File: config.mk
export PLATFORM = sky130hd
export DESIGN_NAME = ase_place_engine
export DESIGN_NICKNAME = d
export VERILOG_FILES = /design/src/rtl/ase_pkg.sv /design/src/rtl/ase_entry_classify.sv /design/src/rtl/ase_scan_ctrl.sv /design/src/rtl/ase_tier_select.sv /design/src/rtl/ase_place_engine.sv
export SDC_FILE = /design/constraint.sdc
export NUM_CORES = 1
export LEC_CHECK = 0
export ABC_AREA = 1
export BUFFER_PORTS_ARGS = -buffer_cell sky130_fd_sc_hd__buf_4
export CAP_MARGIN = 20
export CORE_UTILIZATION = 40
export DETAILED_ROUTE_END_ITERATION = 7
export REMOVE_ABC_BUFFERS = 1
export SKIP_LAST_GASP = 1
export SLEW_MARGIN = 20
export SYNTH_ARGS = -nofsm -noshare
export SYNTH_HDL_FRONTEND = slang
export SYNTH_SLANG_ARGS = --single-unit
File: constraint.sdc
create_clock -name clk -period 3.6 [get_ports clk]
set_input_delay 0.36 -clock clk [delete_from_list [all_inputs] [get_ports clk]]
set_output_delay 0.36 -clock clk [all_outputs]
set_load 0.005 [all_outputs]
File: src/rtl/ase_pkg.sv
package ase_pkg;
  localparam int ENTRY_W   = 64;
  localparam int MAC_W     = 48;
  localparam int VID_W     = 12;
  localparam int VID_LSB   = 48;
  localparam int TYPE_LSB  = 60;
  localparam int CLASS_LSB = 62;
  localparam int GROUP_BIT = 40;
  localparam int OCTETS    = MAC_W / 8;

  localparam logic [1:0] ETYPE_FREE  = 2'd0;
  localparam logic [1:0] ETYPE_ADDR  = 2'd1;
  localparam logic [1:0] ETYPE_VLAN  = 2'd2;
  localparam logic [1:0] ETYPE_VADDR = 2'd3;

  localparam logic [1:0] UCLS_PERSIST = 2'd0;
  localparam logic [1:0] UCLS_PREFIX  = 2'd2;

  typedef enum logic [1:0] {
    KIND_NONE  = 2'd0,
    KIND_HIT   = 2'd1,
    KIND_FREE  = 2'd2,
    KIND_EVICT = 2'd3
  } place_kind_e;

  typedef struct packed {
    logic             vlan_mode;
    logic [MAC_W-1:0] mac;
    logic [VID_W-1:0] vid;
  } look_req_t;
endpackage

File: src/rtl/ase_entry_classify.sv
module ase_entry_classify
  import ase_pkg::*;
(
  input  logic [ENTRY_W-1:0] entry,
  input  look_req_t          req,
  output logic               is_hit,
  output logic               is_free,
  output logic               is_evict
);
  logic [1:0]        etype;
  logic [1:0]        ucls;
  logic [VID_W-1:0]  evid;
  logic [OCTETS-1:0] oct_eq;
  logic              is_addr;

  assign etype = entry[TYPE_LSB +: 2];
  assign ucls  = entry[CLASS_LSB +: 2];
  assign evid  = entry[VID_LSB +: VID_W];

  for (genvar g = 0; g < OCTETS; g++) begin : g_oct
    assign oct_eq[g] = (entry[MAC_W-1-8*g -: 8] == req.mac[MAC_W-1-8*g -: 8]);
  end

  always_comb begin
    is_addr  = (etype == ETYPE_ADDR) || (etype == ETYPE_VADDR);
    is_free  = (etype == ETYPE_FREE);
    is_evict = is_addr && !entry[GROUP_BIT] &&
               (ucls != UCLS_PERSIST) && (ucls != UCLS_PREFIX);
    if (req.vlan_mode) begin
      is_hit = (etype == ETYPE_VLAN) && (evid == req.vid);
    end else begin
      is_hit = is_addr && (evid == req.vid) && (&oct_eq);
    end
  end
endmodule

File: src/rtl/ase_scan_ctrl.sv
module ase_scan_ctrl #(
  parameter  int ENTRIES = 16,
  localparam int IDX_W   = (ENTRIES > 1) ? $clog2(ENTRIES) : 1
) (
  input  logic             clk,
  input  logic             rst_n,
  input  logic             start,
  output logic             rd_en,
  output logic [IDX_W-1:0] rd_idx,
  output logic             eval_vld,
  output logic [IDX_W-1:0] eval_idx,
  output logic             eval_last
);
  localparam logic [IDX_W-1:0] LAST_IDX = IDX_W'(ENTRIES - 1);

  logic             issuing_q, issuing_d;
  logic [IDX_W-1:0] cnt_q, cnt_d;
  logic             last_issue;
  logic             eval_vld_q, eval_last_q;
  logic [IDX_W-1:0] eval_idx_q;

  assign last_issue = (cnt_q == LAST_IDX);
  assign rd_en      = issuing_q;
  assign rd_idx     = cnt_q;

  always_comb begin
    issuing_d = issuing_q;
    cnt_d     = cnt_q;
    if (start) begin
      issuing_d = 1'b1;
      cnt_d     = '0;
    end else if (issuing_q) begin
      if (last_issue) begin
        issuing_d = 1'b0;
        cnt_d     = '0;
      end else begin
        cnt_d = cnt_q + 1'b1;
      end
    end
  end

  always_ff @(posedge clk or negedge rst_n) begin
    if (!rst_n) begin
      issuing_q   <= 1'b0;
      cnt_q       <= '0;
      eval_vld_q  <= 1'b0;
      eval_last_q <= 1'b0;
      eval_idx_q  <= '0;
    end else begin
      issuing_q   <= issuing_d;
      cnt_q       <= cnt_d;
      eval_vld_q  <= rd_en;
      eval_last_q <= rd_en && last_issue;
      if (rd_en) eval_idx_q <= rd_idx;
    end
  end

  assign eval_vld  = eval_vld_q;
  assign eval_idx  = eval_idx_q;
  assign eval_last = eval_last_q;

  AST_RD_STEP: assert property (@(posedge clk) disable iff (!rst_n)
    (rd_en && $past(rd_en)) |-> (rd_idx == IDX_W'($past(rd_idx) + 1'b1)));
  AST_EVAL_FOLLOWS_RD: assert property (@(posedge clk) disable iff (!rst_n)
    $past(rd_en) |-> (eval_vld && eval_idx == $past(rd_idx)));
endmodule

File: src/rtl/ase_tier_select.sv
module ase_tier_select
  import ase_pkg::*;
#(
  parameter int IDX_W = 4
) (
  input  logic             clk,
  input  logic             rst_n,
  input  logic             start,
  input  logic             eval_vld,
  input  logic [IDX_W-1:0] eval_idx,
  input  logic             eval_last,
  input  logic             is_hit,
  input  logic             is_free,
  input  logic             is_evict,
  output logic             done,
  output place_kind_e      kind,
  output logic [IDX_W-1:0] idx
);
  logic             hit_v_q, hit_v_d, free_v_q, free_v_d, ev_v_q, ev_v_d;
  logic [IDX_W-1:0] hit_i_q, hit_i_d, free_i_q, free_i_d, ev_i_q, ev_i_d;
  logic             done_q, done_d;
  place_kind_e      kind_q, kind_d;
  logic [IDX_W-1:0] idx_q, idx_d;

  always_comb begin
    hit_v_d = hit_v_q;   hit_i_d  = hit_i_q;
    free_v_d = free_v_q; free_i_d = free_i_q;
    ev_v_d = ev_v_q;     ev_i_d   = ev_i_q;
    if (start) begin
      hit_v_d = 1'b0; free_v_d = 1'b0; ev_v_d = 1'b0;
    end else if (eval_vld) begin
      if (is_hit && !hit_v_q)     begin hit_v_d  = 1'b1; hit_i_d  = eval_idx; end
      if (is_free && !free_v_q)   begin free_v_d = 1'b1; free_i_d = eval_idx; end
      if (is_evict && !ev_v_q)    begin ev_v_d   = 1'b1; ev_i_d   = eval_idx; end
    end
    done_d = eval_vld && eval_last;
    if (hit_v_d)       begin kind_d = KIND_HIT;   idx_d = hit_i_d;  end
    else if (free_v_d) begin kind_d = KIND_FREE;  idx_d = free_i_d; end
    else if (ev_v_d)   begin kind_d = KIND_EVICT; idx_d = ev_i_d;   end
    else               begin kind_d = KIND_NONE;  idx_d = '0;       end
  end

  always_ff @(posedge clk or negedge rst_n) begin
    if (!rst_n) begin
      hit_v_q <= 1'b0; free_v_q <= 1'b0; ev_v_q <= 1'b0;
      hit_i_q <= '0;   free_i_q <= '0;   ev_i_q <= '0;
      done_q  <= 1'b0;
      kind_q  <= KIND_NONE;
      idx_q   <= '0;
    end else begin
      hit_v_q <= hit_v_d; free_v_q <= free_v_d; ev_v_q <= ev_v_d;
      hit_i_q <= hit_i_d; free_i_q <= free_i_d; ev_i_q <= ev_i_d;
      done_q  <= done_d;
      if (done_d) begin
        kind_q <= kind_d;
        idx_q  <= idx_d;
      end
    end
  end

  assign done = done_q;
  assign kind = kind_q;
  assign idx  = idx_q;

  AST_DONE_PULSE: assert property (@(posedge clk) disable iff (!rst_n)
    done |=> !done);
  AST_HIT_KEPT: assert property (@(posedge clk) disable iff (!rst_n)
    (hit_v_q && !start) |=> (hit_v_q && $stable(hit_i_q)));
endmodule

File: src/rtl/ase_place_engine.sv
module ase_place_engine
  import ase_pkg::*;
#(
  parameter  int ENTRIES = 16,
  localparam int IDX_W   = (ENTRIES > 1) ? $clog2(ENTRIES) : 1
) (
  input  logic               clk,
  input  logic               rst_n,
  input  logic               cmd_valid,
  input  logic               cmd_vlan_mode,
  input  logic               cmd_tagged,
  input  logic [47:0]        cmd_mac,
  input  logic [11:0]        cmd_vid,
  output logic               busy,
  output logic               tbl_rd_en,
  output logic [IDX_W-1:0]   tbl_rd_idx,
  input  logic [63:0]        tbl_rd_data,
  output logic               done,
  output logic               not_found,
  output logic [1:0]         result_kind,
  output logic [IDX_W-1:0]   result_idx
);
  logic             busy_q, busy_d;
  logic             start;
  look_req_t        req_q, req_d;
  logic             eval_vld, eval_last;
  logic [IDX_W-1:0] eval_idx;
  logic             is_hit, is_free, is_evict;
  place_kind_e      kind;

  assign start = cmd_valid && !busy_q;

  always_comb begin
    req_d.vlan_mode = cmd_vlan_mode;
    req_d.mac       = cmd_mac;
    req_d.vid       = (cmd_vlan_mode || cmd_tagged) ? cmd_vid : '0;
    busy_d = busy_q;
    if (start)                      busy_d = 1'b1;
    else if (eval_vld && eval_last) busy_d = 1'b0;
  end

  always_ff @(posedge clk or negedge rst_n) begin
    if (!rst_n) begin
      busy_q <= 1'b0;
      req_q  <= '0;
    end else begin
      busy_q <= busy_d;
      if (start) req_q <= req_d;
    end
  end

  ase_scan_ctrl #(.ENTRIES(ENTRIES)) u_scan (
    .clk(clk), .rst_n(rst_n), .start(start),
    .rd_en(tbl_rd_en), .rd_idx(tbl_rd_idx),
    .eval_vld(eval_vld), .eval_idx(eval_idx), .eval_last(eval_last)
  );

  ase_entry_classify u_class (
    .entry(tbl_rd_data), .req(req_q),
    .is_hit(is_hit), .is_free(is_free), .is_evict(is_evict)
  );

  ase_tier_select #(.IDX_W(IDX_W)) u_tier (
    .clk(clk), .rst_n(rst_n), .start(start),
    .eval_vld(eval_vld), .eval_idx(eval_idx), .eval_last(eval_last),
    .is_hit(is_hit), .is_free(is_free), .is_evict(is_evict),
    .done(done), .kind(kind), .idx(result_idx)
  );

  assign busy        = busy_q;
  assign result_kind = kind;
  assign not_found   = done && (kind == KIND_NONE);

  AST_REQ_HOLD: assert property (@(posedge clk) disable iff (!rst_n)
    (busy && $past(busy)) |-> $stable(req_q));
  AST_DONE_IDLE: assert property (@(posedge clk) disable iff (!rst_n)
    done |-> !busy);
  AST_RD_IN_BUSY: assert property (@(posedge clk) disable iff (!rst_n)
    tbl_rd_en |-> busy);
  AST_IDX_RANGE: assert property (@(posedge clk) disable iff (!rst_n)
    done |-> (32'(result_idx) < ENTRIES));
endmodule

==> reports/metrics.cfg <==
[placed_design]
place_inst=937
place_congestion=0.786
io_buffers=141
hpwl_mm=8.56
placedInstanceArea_um2=6130

[pwr]
p_sw_w=0.00151
p_sw_frac=0.353
seq_power_share=0.427
combPwrFrac=0.347
power.internal_w=0.00276
irDropWorstVdd_mv=0.426
clkPwrFrac=0.226
p_per_area_nw_per_um2=663
cellLeakagePower_nw=3.48

[global_routing]
overflow=0
grt_pass1_vias=4157
gr-usage-all-layers=0.195
antenna_found_initial=0
grt_max_degree=79
grt_pass1_wl_mm=19.4

[clock_network]
cts_tree=built
cts-htree-levels=3
hold_buffers=0
postCtsSetupBuffers=0
cts_root_buf=clkbuf_16
cts_max_path_buffers=2
numClockSinks=95
clock_latency_ns=0.34
cts.reportedPaths.clkPinSlew_ns=0.07
cts_resized=0
cts_buffers=9

[worst_setup_path]
timing.rr.end=u_tier.idx[0]
slowest_delay_ns=0.42
crit_family=simple AND/OR/NAND/NOR gates
critical_path_class=reg -> reg
cp_common_cell=nand2_1
crit_buf_inv=3
crit_required_ns=3.83
cp_slowest_cell=inv_2
crit_end=u_tier.idx[0]
critPathLaunchType=flop
cp.depth=11
cp.arrival_ns=2.37
cp-end-kind=flop
crit_fanout=35
crit_chain=inv_1 -> nand2_4 -> inv_2 -> nor2_1 -> nand2_1 -> o21ai_1 -> a22o_1 -> inv_1 -> nand2_1 -> nand3_1 -> nand2_1
cp-startpoint=busy
r2r_setup_slack_ns=1.46
rr_worst_depth=11
reg2reg_from=busy

[synth]
synth-seq-area-share=0.483
synth_cell_types=36
synth_top_area_share=0.483
synth.avg_cell_area_um2=7.44
syn_area_um2=4920
synth-edff-count=0
ys_warn_count=0
synthFlopType=dfrtp_1
synth_area_leaders=dfrtp_1, nand2_1, inv_1
async_reset_ff_frac=1.00
synth_top_area_cell=dfrtp_1
ys_ff_latch=95
synth_cells=661

[sta]
hold_viol_final=0
rsz0062_at_grt=no
fin_tns_setup_ns=0
hold_ws_ns=0.0474
timing.fmax_mhz=466
min_period_ns=2.14
setup_viol=0
min_period_over_period=0.595
drv_slew=0
clock_skew_ns=0.00620
slew_headroom=0.517
tightest_slew_ns=0.724

[floorplan]
rows=40
core_area_um2=12000
chipHeight_um=113
io_pins=143
die_x_um=113
die-area_um2=12700
initial_core_util=0.409

[finish]
final_nets=931
syn_to_final_growth_pct=30.7
drive_gt1_frac=0.237
diodes=0
fin_area_um2=6430
fill_cells=1133
fin_cells=953

[flow_run]
max_cap_viol_count=0

[detailed_routing]
drcViolationCount=0
drtIter0Drc=184
firstDrtPassIters=5
wl_mm=11.6
vias=4401
viasPerCell=4.62
ant_nets=0
wl_per_cell_um=12.2

[outcome]
status=completed

[worst_hold_path]
hp-class=in -> async

layout make-up:
| cell class | count | area [um2] | share of cell area |
|---|---|---|---|
| Inverter | 95 | 357 | 0.0555 |
| Clock inverter | 5 | 57.6 | 0.00895 |
| Clock buffer | 11 | 243 | 0.0378 |
| Multi-Input combinational cell | 455 | 2120 | 0.330 |
| Timing Repair Buffer | 145 | 1090 | 0.170 |
| Tap cell | 147 | 184 | 0.0286 |
| Sequential cell | 95 | 2380 | 0.370 |
cell families after synthesis:
| family | synth area share |
|---|---|
| compound gates | 0.0733 |
| xor+xnor | 0.0300 |
| fa+ha+maj | 0.00254 |
| buf+inv | 0.0857 |
| flops | 0.483 |
| simple gates | 0.325 |
Yosys cell counts (2+ instances only):
master and n:
o21ai_1 4, xor2_1 3, xnor2_1 12, a21oi_1 2, nand3_2 3, dfrtp_1 95
or2_2 7, nor2_2 2, nand2_1 246, nand4_1 9, buf_1 2, nand2_4 5
nor3b_1 2, a22o_1 4, nor3_2 2, o21ai_2 3, o21ai_0 49, nor2_1 60
buf_2 4, nor3_1 4, nor2_4 2, clkbuf_1 10, inv_2 3, nand3_1 26
inv_1 91
power groups by stage:
stage	clock network, W	logic (W)	registers (W)
floorplan	0	0.00103	0.00178
global placement	0	0.00146	0.00182
detailed placement	0	0.00150	0.00184
CTS	0.000993	0.00151	0.00182
global route	0.00104	0.00174	0.00188
finish	0.000962	0.00148	0.00182
worst min-delay path by stage:
stage,end,slack [ns]
5_1_grt,u_scan.eval_idx[3],0.11
4_1_cts,req_q[56],0.20
3_5_place_dp,u_tier.hit_i_q[3],0.46
2_1_floorplan,busy,0.06
3_3_place_gp,u_tier.hit_i_q[3],0.46
6_report,u_scan.eval_idx[3],0.05
layer usage:
layer | routed length [um] | part of all wire | track usage | vias to the layer above
li1 | - | - | - | 2305
met1 | 5310 | 0.46 | 0.252 | 1982
met2 | 5540 | 0.48 | 0.324 | 98
met3 | 593 | 0.051 | 0.0471 | 16
met4 | 177 | 0.015 | 0.0588 | 0
met5 | 0 | 0 | 0 | -
flip-flops by register name, summed over array words and instances, names as in the netlist, 2 cells and up:
signal / count
req_q: 61
u_scan.eval_idx: 4
u_scan.rd_idx: 4
u_tier.ev_i_q: 4
u_tier.free_i_q: 4
u_tier.hit_i_q: 4
u_tier.idx: 4
u_tier.kind: 2
through the flow:
step / total power (W) / util / setup WS (ns)
after global routing: 0.00466 / 0.535 / 1.16
after global placement: 0.00328 / 0.510 / 1.39
after CTS: 0.00432 / 0.535 / 1.40
after floorplan: 0.00281 / - / 1.30
final: 0.00426 / 0.535 / 1.46
after detailed placement: 0.00334 / 0.510 / 1.38
placed cells by master, fill, tap and decap left out, types with 2 or more instances in the layout:
master      count
nand2_1       246
buf_4         144
dfrtp_1        95
inv_1          91
nor2_1         60
o21ai_0        49
nand3_1        26
xnor2_1        12
nand4_1         9
clkbuf_16       9
or2_2           7
nand2_4         5
nor3_1          4
o21ai_1         4
a22o_1          4
inv_2           3
xor2_1          3
o21ai_2         3
nand3_2         3
clkinvlp_4      3
nor2_2          2
nor3_2          2
nor2_4          2
nor3b_1         2
a21oi_1         2
worst reg2reg max path: cells and delay by family, from the launching register on:
family	cells	cell delay, ns
buf+inv	3	0.58
flops	1	0.38
compound gates	2	0.31
simple gates	6	0.75
(Power assumes the default switching activity.)
